**src/rtl/tapPkg.sv**
```systemverilog
package tapPkg;
  localparam int IR_W = 5;

  localparam logic [IR_W-1:0] OP_EXTEST  = 5'b00000;
  localparam logic [IR_W-1:0] OP_IDCODE  = 5'b00001;
  localparam logic [IR_W-1:0] OP_SAMPLE  = 5'b00010;
  localparam logic [IR_W-1:0] OP_PRELOAD = 5'b00011;
  localparam logic [IR_W-1:0] OP_BYPASS  = 5'b11111;
  localparam logic [IR_W-1:0] IR_CAPTURE = 5'b00001;

  typedef enum logic [3:0] {
    ST_RESET, ST_IDLE,
    ST_SEL_DR, ST_CAP_DR, ST_SH_DR, ST_EX1_DR, ST_PAU_DR, ST_EX2_DR, ST_UPD_DR,
    ST_SEL_IR, ST_CAP_IR, ST_SH_IR, ST_EX1_IR, ST_PAU_IR, ST_EX2_IR, ST_UPD_IR
  } tapState_e;

  typedef struct packed {
    logic inReset;
    logic captureIr;
    logic shiftIr;
    logic updateIr;
    logic captureDr;
    logic shiftDr;
    logic updateDr;
  } tapStrb_t;
endpackage

```
**src/rtl/tapFsm.sv**
```systemverilog
module tapFsm
  import tapPkg::*;
(
  input  logic     testClk,
  input  logic     portEnable,
  input  logic     modeSel,
  output tapStrb_t strb
);
  tapState_e state, nextState;

  always_comb begin
    case (state)
      ST_RESET:  nextState = modeSel ? ST_RESET  : ST_IDLE;
      ST_IDLE:   nextState = modeSel ? ST_SEL_DR : ST_IDLE;
      ST_SEL_DR: nextState = modeSel ? ST_SEL_IR : ST_CAP_DR;
      ST_CAP_DR: nextState = modeSel ? ST_EX1_DR : ST_SH_DR;
      ST_SH_DR:  nextState = modeSel ? ST_EX1_DR : ST_SH_DR;
      ST_EX1_DR: nextState = modeSel ? ST_UPD_DR : ST_PAU_DR;
      ST_PAU_DR: nextState = modeSel ? ST_EX2_DR : ST_PAU_DR;
      ST_EX2_DR: nextState = modeSel ? ST_UPD_DR : ST_SH_DR;
      ST_UPD_DR: nextState = modeSel ? ST_SEL_DR : ST_IDLE;
      ST_SEL_IR: nextState = modeSel ? ST_RESET  : ST_CAP_IR;
      ST_CAP_IR: nextState = modeSel ? ST_EX1_IR : ST_SH_IR;
      ST_SH_IR:  nextState = modeSel ? ST_EX1_IR : ST_SH_IR;
      ST_EX1_IR: nextState = modeSel ? ST_UPD_IR : ST_PAU_IR;
      ST_PAU_IR: nextState = modeSel ? ST_EX2_IR : ST_PAU_IR;
      ST_EX2_IR: nextState = modeSel ? ST_UPD_IR : ST_SH_IR;
      ST_UPD_IR: nextState = modeSel ? ST_SEL_DR : ST_IDLE;
      default:   nextState = ST_RESET;
    endcase
  end

  always_ff @(posedge testClk or negedge portEnable) begin
    if (!portEnable) state <= ST_RESET;
    else             state <= nextState;
  end

  always_comb begin
    strb.inReset   = (state == ST_RESET);
    strb.captureIr = (state == ST_CAP_IR);
    strb.shiftIr   = (state == ST_SH_IR);
    strb.updateIr  = (state == ST_UPD_IR);
    strb.captureDr = (state == ST_CAP_DR);
    strb.shiftDr   = (state == ST_SH_DR);
    strb.updateDr  = (state == ST_UPD_DR);
  end

  // checker bookkeeping: consecutive rising edges with modeSel high
  logic [2:0] onesCnt;
  always_ff @(posedge testClk or negedge portEnable) begin
    if (!portEnable)         onesCnt <= 3'd0;
    else if (!modeSel)       onesCnt <= 3'd0;
    else if (onesCnt != 3'd5) onesCnt <= onesCnt + 3'd1;
  end


  five_ones_reset_chk: assert property (@(posedge testClk) disable iff (!portEnable)
    (onesCnt == 3'd5) |-> (state == ST_RESET));


  reset_exit_chk: assert property (@(posedge testClk) disable iff (!portEnable)
    (state == ST_RESET && !modeSel) |=> (state == ST_IDLE));
endmodule

```
**src/rtl/tapDatapath.sv**
```systemverilog
module tapDatapath
  import tapPkg::*;
#(
  parameter int          NUM_IN   = 4,
  parameter int          NUM_OUT  = 4,
  parameter logic [31:0] ID_VALUE = 32'h4B2D_7035
) (
  input  logic               testClk,
  input  logic               portEnable,
  input  logic               dataIn,
  input  tapStrb_t           strb,
  input  logic [NUM_IN-1:0]  pinIn,
  input  logic [NUM_OUT-1:0] coreOut,
  output logic               dataOut,
  output logic               dataOutEn,
  output logic [NUM_OUT-1:0] pinOut,
  output logic               testMode
);
  localparam int BSR_LEN = NUM_IN + NUM_OUT;
  localparam int ID_W    = 32;

  logic [IR_W-1:0]    irShift, activeInstr, curInstr;
  logic               bypassBit;
  logic [ID_W-1:0]    idShift;
  logic [BSR_LEN-1:0] bsrShift, captureVec;
  logic [NUM_OUT-1:0] updLatch;
  logic               selId, selBsr, selBypass, serialBit;

  // decode; in reset the identification register is selected at once
  always_comb begin
    curInstr  = strb.inReset ? OP_IDCODE : activeInstr;
    selId     = (curInstr == OP_IDCODE);
    selBsr    = (curInstr == OP_EXTEST) || (curInstr == OP_SAMPLE) ||
                (curInstr == OP_PRELOAD);
    selBypass = !selId && !selBsr;
    testMode  = (curInstr == OP_EXTEST);
  end

  // boundary cell capture sources and pin drive
  for (genvar i = 0; i < NUM_IN; i++) begin : gInCell
    assign captureVec[i] = pinIn[i];
  end
  for (genvar j = 0; j < NUM_OUT; j++) begin : gOutCell
    assign captureVec[NUM_IN+j] = coreOut[j];
    assign pinOut[j] = testMode ? updLatch[j] : coreOut[j];
  end

  // instruction path
  always_ff @(posedge testClk or negedge portEnable) begin
    if (!portEnable) begin
      irShift     <= IR_CAPTURE;
      activeInstr <= OP_IDCODE;
    end else begin
      if (strb.captureIr)    irShift <= IR_CAPTURE;
      else if (strb.shiftIr) irShift <= {dataIn, irShift[IR_W-1:1]};
      if (strb.inReset)       activeInstr <= OP_IDCODE;
      else if (strb.updateIr) activeInstr <= irShift;
    end
  end

  // data registers
  always_ff @(posedge testClk or negedge portEnable) begin
    if (!portEnable) begin
      bypassBit <= 1'b0;
      idShift   <= '0;
      bsrShift  <= '0;
      updLatch  <= '0;
    end else begin
      if (strb.captureDr && selBypass)    bypassBit <= 1'b0;
      else if (strb.shiftDr && selBypass) bypassBit <= dataIn;

      if (strb.captureDr && selId)        idShift <= ID_VALUE | 32'd1;
      else if (strb.shiftDr && selId)     idShift <= {dataIn, idShift[ID_W-1:1]};

      if (strb.captureDr && selBsr)       bsrShift <= captureVec;
      else if (strb.shiftDr && selBsr)    bsrShift <= {dataIn, bsrShift[BSR_LEN-1:1]};

      if (strb.updateDr && selBsr)        updLatch <= bsrShift[BSR_LEN-1:NUM_IN];
    end
  end

  always_comb begin
    if (strb.shiftIr)  serialBit = irShift[0];
    else if (selId)    serialBit = idShift[0];
    else if (selBsr)   serialBit = bsrShift[0];
    else               serialBit = bypassBit;
  end

  // serial output retimed to the falling edge
  always_ff @(negedge testClk or negedge portEnable) begin
    if (!portEnable) begin
      dataOut   <= 1'b1;
      dataOutEn <= 1'b0;
    end else begin
      dataOut   <= serialBit;
      dataOutEn <= strb.shiftIr || strb.shiftDr;
    end
  end


  instr_change_chk: assert property (@(posedge testClk) disable iff (!portEnable)
    !$stable(activeInstr) |-> $past(strb.updateIr || strb.inReset));


  ir_capture_chk: assert property (@(posedge testClk) disable iff (!portEnable)
    strb.captureIr |=> (irShift == IR_CAPTURE));


  id_lsb_chk: assert property (@(posedge testClk) disable iff (!portEnable)
    (strb.captureDr && selId) |=> idShift[0]);


  bypass_capture_chk: assert property (@(posedge testClk) disable iff (!portEnable)
    (strb.captureDr && selBypass) |=> !bypassBit);


  out_enable_chk: assert property (@(posedge testClk) disable iff (!portEnable)
    dataOutEn |-> (strb.shiftIr || strb.shiftDr));


  latch_hold_chk: assert property (@(posedge testClk) disable iff (!portEnable)
    !$stable(updLatch) |-> $past(strb.updateDr));
endmodule

```
**src/rtl/tapTop.sv**
```systemverilog
module tapTop
  import tapPkg::*;
#(
  parameter int          NUM_IN   = 4,
  parameter int          NUM_OUT  = 4,
  parameter logic [31:0] ID_VALUE = 32'h4B2D_7035
) (
  input  logic               testClk,
  input  logic               portEnable,
  input  logic               modeSel,
  input  logic               dataIn,
  output logic               dataOut,
  output logic               dataOutEn,
  input  logic [NUM_IN-1:0]  pinIn,
  input  logic [NUM_OUT-1:0] coreOut,
  output logic [NUM_OUT-1:0] pinOut,
  output logic               testMode
);
  tapStrb_t strb;

  tapFsm uFsm (
    .testClk    (testClk),
    .portEnable (portEnable),
    .modeSel    (modeSel),
    .strb       (strb)
  );

  tapDatapath #(
    .NUM_IN   (NUM_IN),
    .NUM_OUT  (NUM_OUT),
    .ID_VALUE (ID_VALUE)
  ) uPath (
    .testClk    (testClk),
    .portEnable (portEnable),
    .dataIn     (dataIn),
    .strb       (strb),
    .pinIn      (pinIn),
    .coreOut    (coreOut),
    .dataOut    (dataOut),
    .dataOutEn  (dataOutEn),
    .pinOut     (pinOut),
    .testMode   (testMode)
  );
endmodule

```
**config.mk**
```make
export PLATFORM = sky130hd
export DESIGN_NAME = tapTop
export DESIGN_NICKNAME = d
export VERILOG_FILES = /design/src/rtl/tapPkg.sv /design/src/rtl/tapFsm.sv /design/src/rtl/tapDatapath.sv /design/src/rtl/tapTop.sv
export SDC_FILE = /design/constraint.sdc
export NUM_CORES = 1
export LEC_CHECK = 0
export ABC_AREA = 1
export ABC_CLOCK_PERIOD_IN_PS = 4000
export BUFFER_PORTS_ARGS = -buffer_cell sky130_fd_sc_hd__buf_2
export CELL_PAD_IN_SITES_DETAIL_PLACEMENT = 1
export CELL_PAD_IN_SITES_GLOBAL_PLACEMENT = 1
export CORE_MARGIN = 4
export CORE_UTILIZATION = 35
export DETAILED_ROUTE_END_ITERATION = 16
export PLACE_DENSITY = 0.59
export SLEW_MARGIN = 30
export SYNTH_ARGS = -nofsm -noshare
export SYNTH_HDL_FRONTEND = slang
export SYNTH_SLANG_ARGS = --single-unit
```
**constraint.sdc**
```tcl
create_clock -name testClk -period 4 [get_ports testClk]
set_input_delay 0.6 -clock testClk [delete_from_list [all_inputs] [get_ports testClk]]
set_output_delay 0.6 -clock testClk [all_outputs]
set_load 0.05 [all_outputs]
```
=== Yosys cells after proc, flatten, opt, wreduce, memory -nomap -nowiden ===
Index checks and enable logic that the tools add are counted.
Widths: inputs -> output; s select.

* Reduce and logical (&&, ||, !) cells: 23
* Shift operators: 0
* Multipliers: 0
* Bitwise gates (word level): 0
* Div/mod/pow operators: 0
* Eq/ne operators: 18
* $add $sub $neg: 0
* Magnitude comparators: 0
* Multiplexer cells: 31

{| class="wikitable"
|+ Operators by type and width
! cell !! count
|-
| $mux 32 || 2
|-
| $pmux 4 s12 || 1
|-
| $eq 4x4->1 const B || 8
|-
| $mux 5 || 5
|-
| $eq 4x3->1 const B || 4
|-
| $mux 4 || 4
|-
| $mux 8 || 2
|-
| $mux 1 || 12
|-
| $eq 5x2->1 const B || 2
|-
| $reduce_bool 2->1 || 5
|-
| $eq 4x2->1 const B || 2
|-
| $logic_and 1x1->1 || 8
|-
| $mux 2 || 3
|-
| $mux 3 || 2
|-
| $eq 5x1->1 const B || 1
|-
| $logic_not 5->1 || 1
|-
| $eq 4x1->1 const B || 1
|-
| $logic_not 4->1 || 1
|-
| $reduce_or 2->1 || 2
|-
| $logic_or 1x1->1 || 3
|-
| $reduce_or 3->1 || 1
|-
| $logic_not 1->1 || 2
|}

* Memories kept: 0
* RAM bits: 0
* Bits in read-only memories: 0
* Logic and storage cells: 81
* Bits in registers: 61
* Latch bits: 0

=== Depth between registers and ports, before layout ===
Gate-level depths: netlist of the first run.

* Depth after elaboration: 10
* Depth in mapped cells: 11
* Gate-level depth less buffers: 9

=== Cells and area by module ===
Synthesis of the first run repeated with hierarchy kept, for this count alone.

* Cell total of the unflattened synthesis: 389
* Area, all modules: 3,131.8 µm²

{| class="wikitable"
|+ Modules (own cells, without submodules)
! module !! instances !! cells an instance !! sequential area each (µm²) !! area each (µm²)
|-
| tapDatapath || 1 || 320 || 1,430.1 || 2,713.9
|-
| tapFsm || 1 || 69 || 100.1 || 417.9
|}

==> qor.csv, run 1 <==
stage;metric;value;unit
run_status;outcome;completed;
detailed_routing;vias;2253;
clocking;hold_buffers;0;
cells_and_area;area_delta_synth_final;13.05;%
clocking;clk_pin_slew_worst_paths;0.07;ns
global_route;antenna_found_initial;0;
detailed_routing;vias_per_cell;4.877;
global_route;grt_max_degree;44;
timing;layout_setup_ws;0.2776;ns
detailed_routing;postRouteAntennaNets;0;
global_route;grt_pass1_wl;11.61;mm
power;ir_drop;0.0002268;V
yosys;syn_nets;344;
yosys;syn_area;0.002858;mm^2
yosys;synth_area_per_cell;8.608;um^2
floorplan;io_pins;19;
yosys;yosysWarnings;0;
cells_and_area;fin_util;41.17;%
detailed_routing;wirelength;6.556;mm
setup_path;regToRegStartpoint;uFsm.state[3];
global_route;grt.overflow.total;0;
setup_path;slowest_stage;dfstp_2;
power;seqPwrFrac;41.2;%
timing;skew;0.04373;ns
yosys;seq_area_frac_synth;53.55;%
power;power_switching;1004;uW
placed_design;io_buffers;18;
placed_design;gp_congestion;0.7685;
detailed_routing;firstDrtPassIters;4;
timing;rsz0062_at_grt;false;
clocking;cts.path.max_buffers;2;
hold_path;hold_class;primary input to asynchronous set/reset pin;
clocking;cts_buffers;9;
power;internal-power;1495;uW
yosys;synth.distinct_cells;30;
setup_path;crit_arrival;3.12;ns
yosys;synth-seq-cells;61;
setup_path;crit_type;flip-flop to output pin;
timing;finalHoldViolations;0;
setup_path;crit_required;3.40;ns
placed_design;place_hpwl;4.471;mm
clocking;insertion_delay;0.37;ns
setup_path;ff2ff_setup_slack;0.70;ns
setup_path;cp_max_fo;1;
setup_path;crit_chain;buf_2;
clocking;cts_sinks;61;
floorplan;die_h;98.36;um
placed_design;pre_cts_slack;0.6499;ns
clocking;htreeDepth;3;
setup_path;worstSetupEndpointType;output pin;
clocking;cts_tree;built;
timing;slew_violations;0;
cells_and_area;multi_input_area;0.001046;mm^2
cells_and_area;n_fill_cell;984;
floorplan;coreArea;0.007848;mm^2
timing;setup_violations;0;
cells_and_area;insertedDiodeCount;0;
global_route;grt_pass1_vias;2412;
detailed_routing;wl_per_cell;14.19;um
timing;setup_tns;0;ns
clocking;post_cts_buffers;0;
clocking;cts_resized;0;
power;p_per_area;773.4;mW/mm^2
timing;max-slew-margin-rel;49.03;%
setup_path;worstSetupStartpointType;flip-flop;
power;switching_share;40.18;%
detailed_routing;drcViolationCount;0;
setup_path;max_stage_delay;0.50;ns
floorplan;rows;32;
detailed_routing;first_iter_violations;95;
setup_path;reg2regPathDepth;6;
power;combPwrFrac;36.3;%
setup_path;path_delay_family;flip-flops;
floorplan;dieWidth;98.36;um
cells_and_area;area.sequential;0.001530;mm^2
global_route;grt.total_usage;14.75;%
yosys;syn_inst;332;
setup_path;crit_buf_inv;1;
setup_path;r2r-end;uPath.dataOut;
power;clock_power_share;22.5;%
run;cap_viol_max_count;0;
power;p_leak;0.001569;uW
clocking;cts_root_buffer;clkbuf_8;
cells_and_area;nets;367;
floorplan;dieArea;0.009675;mm^2
floorplan;start_util;36.42;%
timing;tightest_slew;0.7618;ns
cells_and_area;drive_gt1_share;20.56;%
==> per-stage QoR <==
step                total power [uW]  instances  hold slack [ns]  cell area [um^2]
floorplan                       1787        332           0.3044              2858
global placement                1936        446           0.4640              3030
detailed placement              1969        446           0.4675              3030
CTS                             2543        462           0.3806              3231
global route                    2726        462           0.3948              3231
finish                          2499        462           0.3590              3231
==> power by group through the flow <==
stage          clock network [uW]  logic (uW)  registers (uW)
4_1_cts                       581         928            1030
3_5_place_dp                 3.13         922            1040
6_report                      562         908            1030
2_1_floorplan                3.13         744            1040
5_1_grt                       612        1050            1070
3_3_place_gp                 3.13         897            1040
==> worst max-delay path by stage <==
stage / from / endpoint / cells after the start
global route: uPath.dataOut / dataOut / 1
finish: uPath.dataOut / dataOut / 1
global placement: uPath.dataOut / dataOut / 1
floorplan: uFsm.state[0] / pinOut[0] / 6
detailed placement: uPath.dataOut / dataOut / 1
CTS: uPath.dataOut / dataOut / 1
==> state kept, by name (all words and copies together), names as in the netlist <==
register,cells
uPath.idShift,32
uPath.bsrShift,8
uPath.activeInstr,5
uPath.irShift,5
uFsm.state,4
uPath.updLatch,4
uPath.bypassBit,1
uPath.dataOut,1
uPath.dataOutEn,1
==> synth_stat cells, drive strengths merged <==
master	instances	area (um^2)
a21oi	3	15.01
a22oi	2	15.01
a2bb2oi	1	8.760
a31oi	1	6.260
buf	7	60.05
clkbuf	2	7.510
dfrtn	1	25.02
dfrtp	57	1426
dfstp	3	78.83
inv	57	214.0
nand2	62	255.3
nand3	32	175.2
nand3b	1	7.510
nor2	36	155.2
nor3	2	10.01
o2111ai	4	35.03
o211ai	2	20.02
o21ai	50	284.0
o221ai	1	8.760
o22ai	8	50.05
==> metal layers <==
layer	track usage (%)	wire, um
met1	20.75	3255
met2	22.05	2960
met3	3.714	224
met4	5.252	116
met5	0	0
==> cell type report <==
cell class	count	area share [%]
clock inverters	7	2.053
multi-input cells	205	32.38
repair buffers	21	3.486
well taps	102	3.950
clock buffers	10	4.260
inverters	56	6.507
flip-flops and latches	61	47.37
==> cell families after synthesis <==
logic type             share of synthesized area (%)
AOI/OAI and AO/OA                              15.50
and+or+nand+nor                                21.10
DFF                                            53.55
buffers and inverters                          9.851
==> layout by cell type (no fill, tap or decap), types with 2 or more instances in the layout <==
cell	synthesis	routed
clkbuf_8	0	10
dfrtp_1	57	57
buf_2	3	18
nor2_4	2	2
nor3_1	2	2
o2111ai_1	4	4
nand3_2	3	3
clkinv_4	0	2
a21oi_1	3	3
inv_2	12	12
dfstp_2	3	3
nand2_1	57	57
nor2_2	2	2
clkinv_2	0	3
o21ai_2	9	9
nor2_1	32	32
nand2_2	3	3
o22ai_1	8	8
inv_1	45	45
o21ai_1	15	15
nand3_1	29	29
o21ai_0	26	26
a22oi_1	2	2
buf_4	0	3
nand2_4	2	2
Power figures use the tool's default switching activity.
==> run 2: changes to the inputs <==
--- a/config.mk
+++ b/config.mk
@@ -12,7 +12,9 @@
 export CELL_PAD_IN_SITES_GLOBAL_PLACEMENT = 1
 export CORE_MARGIN = 4
 export CORE_UTILIZATION = 35
+export CTS_CLUSTER_DIAMETER = 100
 export DETAILED_ROUTE_END_ITERATION = 16
+export GPL_TIMING_DRIVEN = 0
 export PLACE_DENSITY = 0.59
 export SLEW_MARGIN = 30
 export SYNTH_ARGS = -nofsm -noshare
==> run 2 against run 1 <==
Core utilization is 0.75 points higher. Die area stayed put. Worst setup slack better by 0.0079 ns. Register-to-register slack worse by 0.14 ns. Sequential power hardly changed. Wire length is 5.7% higher. Worst hold slack worse by 0.20 ns. Clock power is 2% lower. Largest cell class unchanged. Clock skew is 0.0072 ns lower. Non-clock buffer count is 7 higher. Global-route usage is 1.0 points higher.
==> qor.csv, run 2 (same netlist as run 1, synthesis figures left out) <==
stage;metric;value;unit
run;cap_viol_max_count;0;
setup_path;reg2regPathDepth;7;
clocking;clk_pin_slew_worst_paths;0.07;ns
power;combPwrFrac;38.6;%
timing;setup_tns;0;ns
global_route;grt_pass1_vias;2415;
setup_path;cp_max_fo;1;
detailed_routing;vias;2297;
detailed_routing;firstDrtPassIters;4;
floorplan;coreArea;0.007848;mm^2
setup_path;worstSetupStartpointType;flip-flop;
setup_path;crit_chain;buf_2;
detailed_routing;postRouteAntennaNets;0;
clocking;cts_sinks;61;
power;clock_power_share;21.3;%
global_route;grt_pass1_wl;12.23;mm
detailed_routing;wirelength;6.930;mm
power;internal-power;1538;uW
detailed_routing;first_iter_violations;59;
cells_and_area;final_cell_mix;nand2_1 (57), dfrtp_1 (57), inv_1 (45), nor2_1 (32), nand3_1 (29);
global_route;antenna_found_initial;0;
cells_and_area;top_regs;uPath.idShift (32), uPath.bsrShift (8);
global_route;grt.overflow.total;0;
setup_path;ff2ff_setup_slack;0.56;ns
power;p_leak;0.001597;uW
power;switching_share;40.26;%
timing;rsz0062_at_grt;false;
placed_design;pre_cts_slack;0.5411;ns
setup_path;crit_required;3.40;ns
floorplan;start_util;36.42;%
hold_path;hold_class;primary input to asynchronous set/reset pin;
setup_path;max_stage_delay;0.50;ns
setup_path;crit_arrival;3.11;ns
clocking;cts_tree;built;
cells_and_area;largest_reg_flops;32;
clocking;hold_buffers;0;
floorplan;io_pins;19;
clocking;insertion_delay;0.37;ns
clocking;cts_root_buffer;clkbuf_8;
cells_and_area;drive_gt1_share;21.25;%
clocking;cts_resized;0;
setup_path;worstSetupEndpointType;output pin;
cells_and_area;regMostFlops;uPath.idShift;
power;seqPwrFrac;40.1;%
power;power_switching;1037;uW
timing;setup_violations;0;
detailed_routing;drcViolationCount;0;
floorplan;dieWidth;98.36;um
detailed_routing;vias_per_cell;4.898;
timing;finalHoldViolations;0;
placed_design;place_hpwl;4.882;mm
placed_design;io_buffers;18;
clocking;cts.path.max_buffers;2;
timing;slew_violations;0;
timing;max-slew-margin-rel;45.97;%
timing;tightest_slew;0.8075;ns
cells_and_area;n_fill_cell;985;
clocking;htreeDepth;3;
power;p_per_area;782.9;mW/mm^2
cells_and_area;insertedDiodeCount;0;
clocking;cts_buffers;9;
global_route;grt.total_usage;15.77;%
setup_path;regToRegStartpoint;uFsm.state[0];
floorplan;dieArea;0.009675;mm^2
floorplan;rows;32;
floorplan;die_h;98.36;um
timing;layout_setup_ws;0.2854;ns
cells_and_area;area_delta_synth_final;15.10;%
run_status;outcome;completed;
setup_path;path_delay_family;flip-flops;
power;ir_drop;0.0002441;V
cells_and_area;nets;374;
setup_path;crit_type;flip-flop to output pin;
global_route;grt_max_degree;37;
setup_path;crit_buf_inv;1;
timing;skew;0.03651;ns
setup_path;slowest_stage;dfstp_2;
placed_design;gp_congestion;0.8226;
setup_path;r2r-end;uPath.dataOut;
clocking;post_cts_buffers;0;
detailed_routing;wl_per_cell;14.78;um
run 2: changes by cell type in the layout (fill, tap and decap cells not counted), sizes merged:
cell	before	now
clkbuf	10	13
clkinv	5	3
buf	21	26
clkinvlp	0	1
run 2: layout make-up:
cell class / instances / area (um^2) / share of cell area (%)
sequential: 61 / 1530 / 46.52
clock buffer: 11 / 141.4 / 4.298
tap: 102 / 127.6 / 3.880
multi-input combinational: 205 / 1046 / 31.80
buffer: 9 / 67.56 / 2.054
inverter: 56 / 210.2 / 6.390
clock inverter: 6 / 53.80 / 1.636
timing repair buffer: 19 / 112.6 / 3.423
run 2: worst max path at each step:
stage                                     from               to  slack (ns)  depth (start not counted)
after global routing             uPath.dataOut          dataOut        0.24                          1
after floorplan                  uFsm.state[0]        pinOut[0]        0.61                          6
final                            uPath.dataOut          dataOut        0.29                          1
after global placement              portEnable  uPath.dataOutEn        0.17                          1
after CTS                        uPath.dataOut          dataOut        0.27                          1
after detailed placement  uPath.activeInstr[3]    uPath.dataOut        0.54                          7
run 2: per-stage QoR:
stage	hold WS [ns]	instance area, um^2	std cells	total power (uW)	utilization, %
after global placement	0.4656	3075	452	2023	39.19
after CTS	0.1658	3289	469	2617	41.92
after floorplan	0.3044	2858	332	1787	-
final	0.1601	3289	469	2575	41.92
after detailed placement	0.4693	3098	453	2057	39.48
after global routing	0.1751	3289	469	2810	41.92
run 2: per-layer routing:
| layer | wire, um | global-route usage (%) |
|---|---|---|
| met2 | 3000 | 22.98 |
| met4 | 85 | 5.042 |
| met5 | 0 | 0 |
| met3 | 210 | 3.929 |
| met1 | 3634 | 22.96 |
run 2: power by group through the flow:
stage               Sequential, uW  Combinational, uW  Clock, uW
global route                  1070               1150        596
detailed placement            1040               1010       3.13
floorplan                     1040                744       3.13
global placement              1040                979       3.13
finish                        1030                993        549
CTS                           1040               1010        569
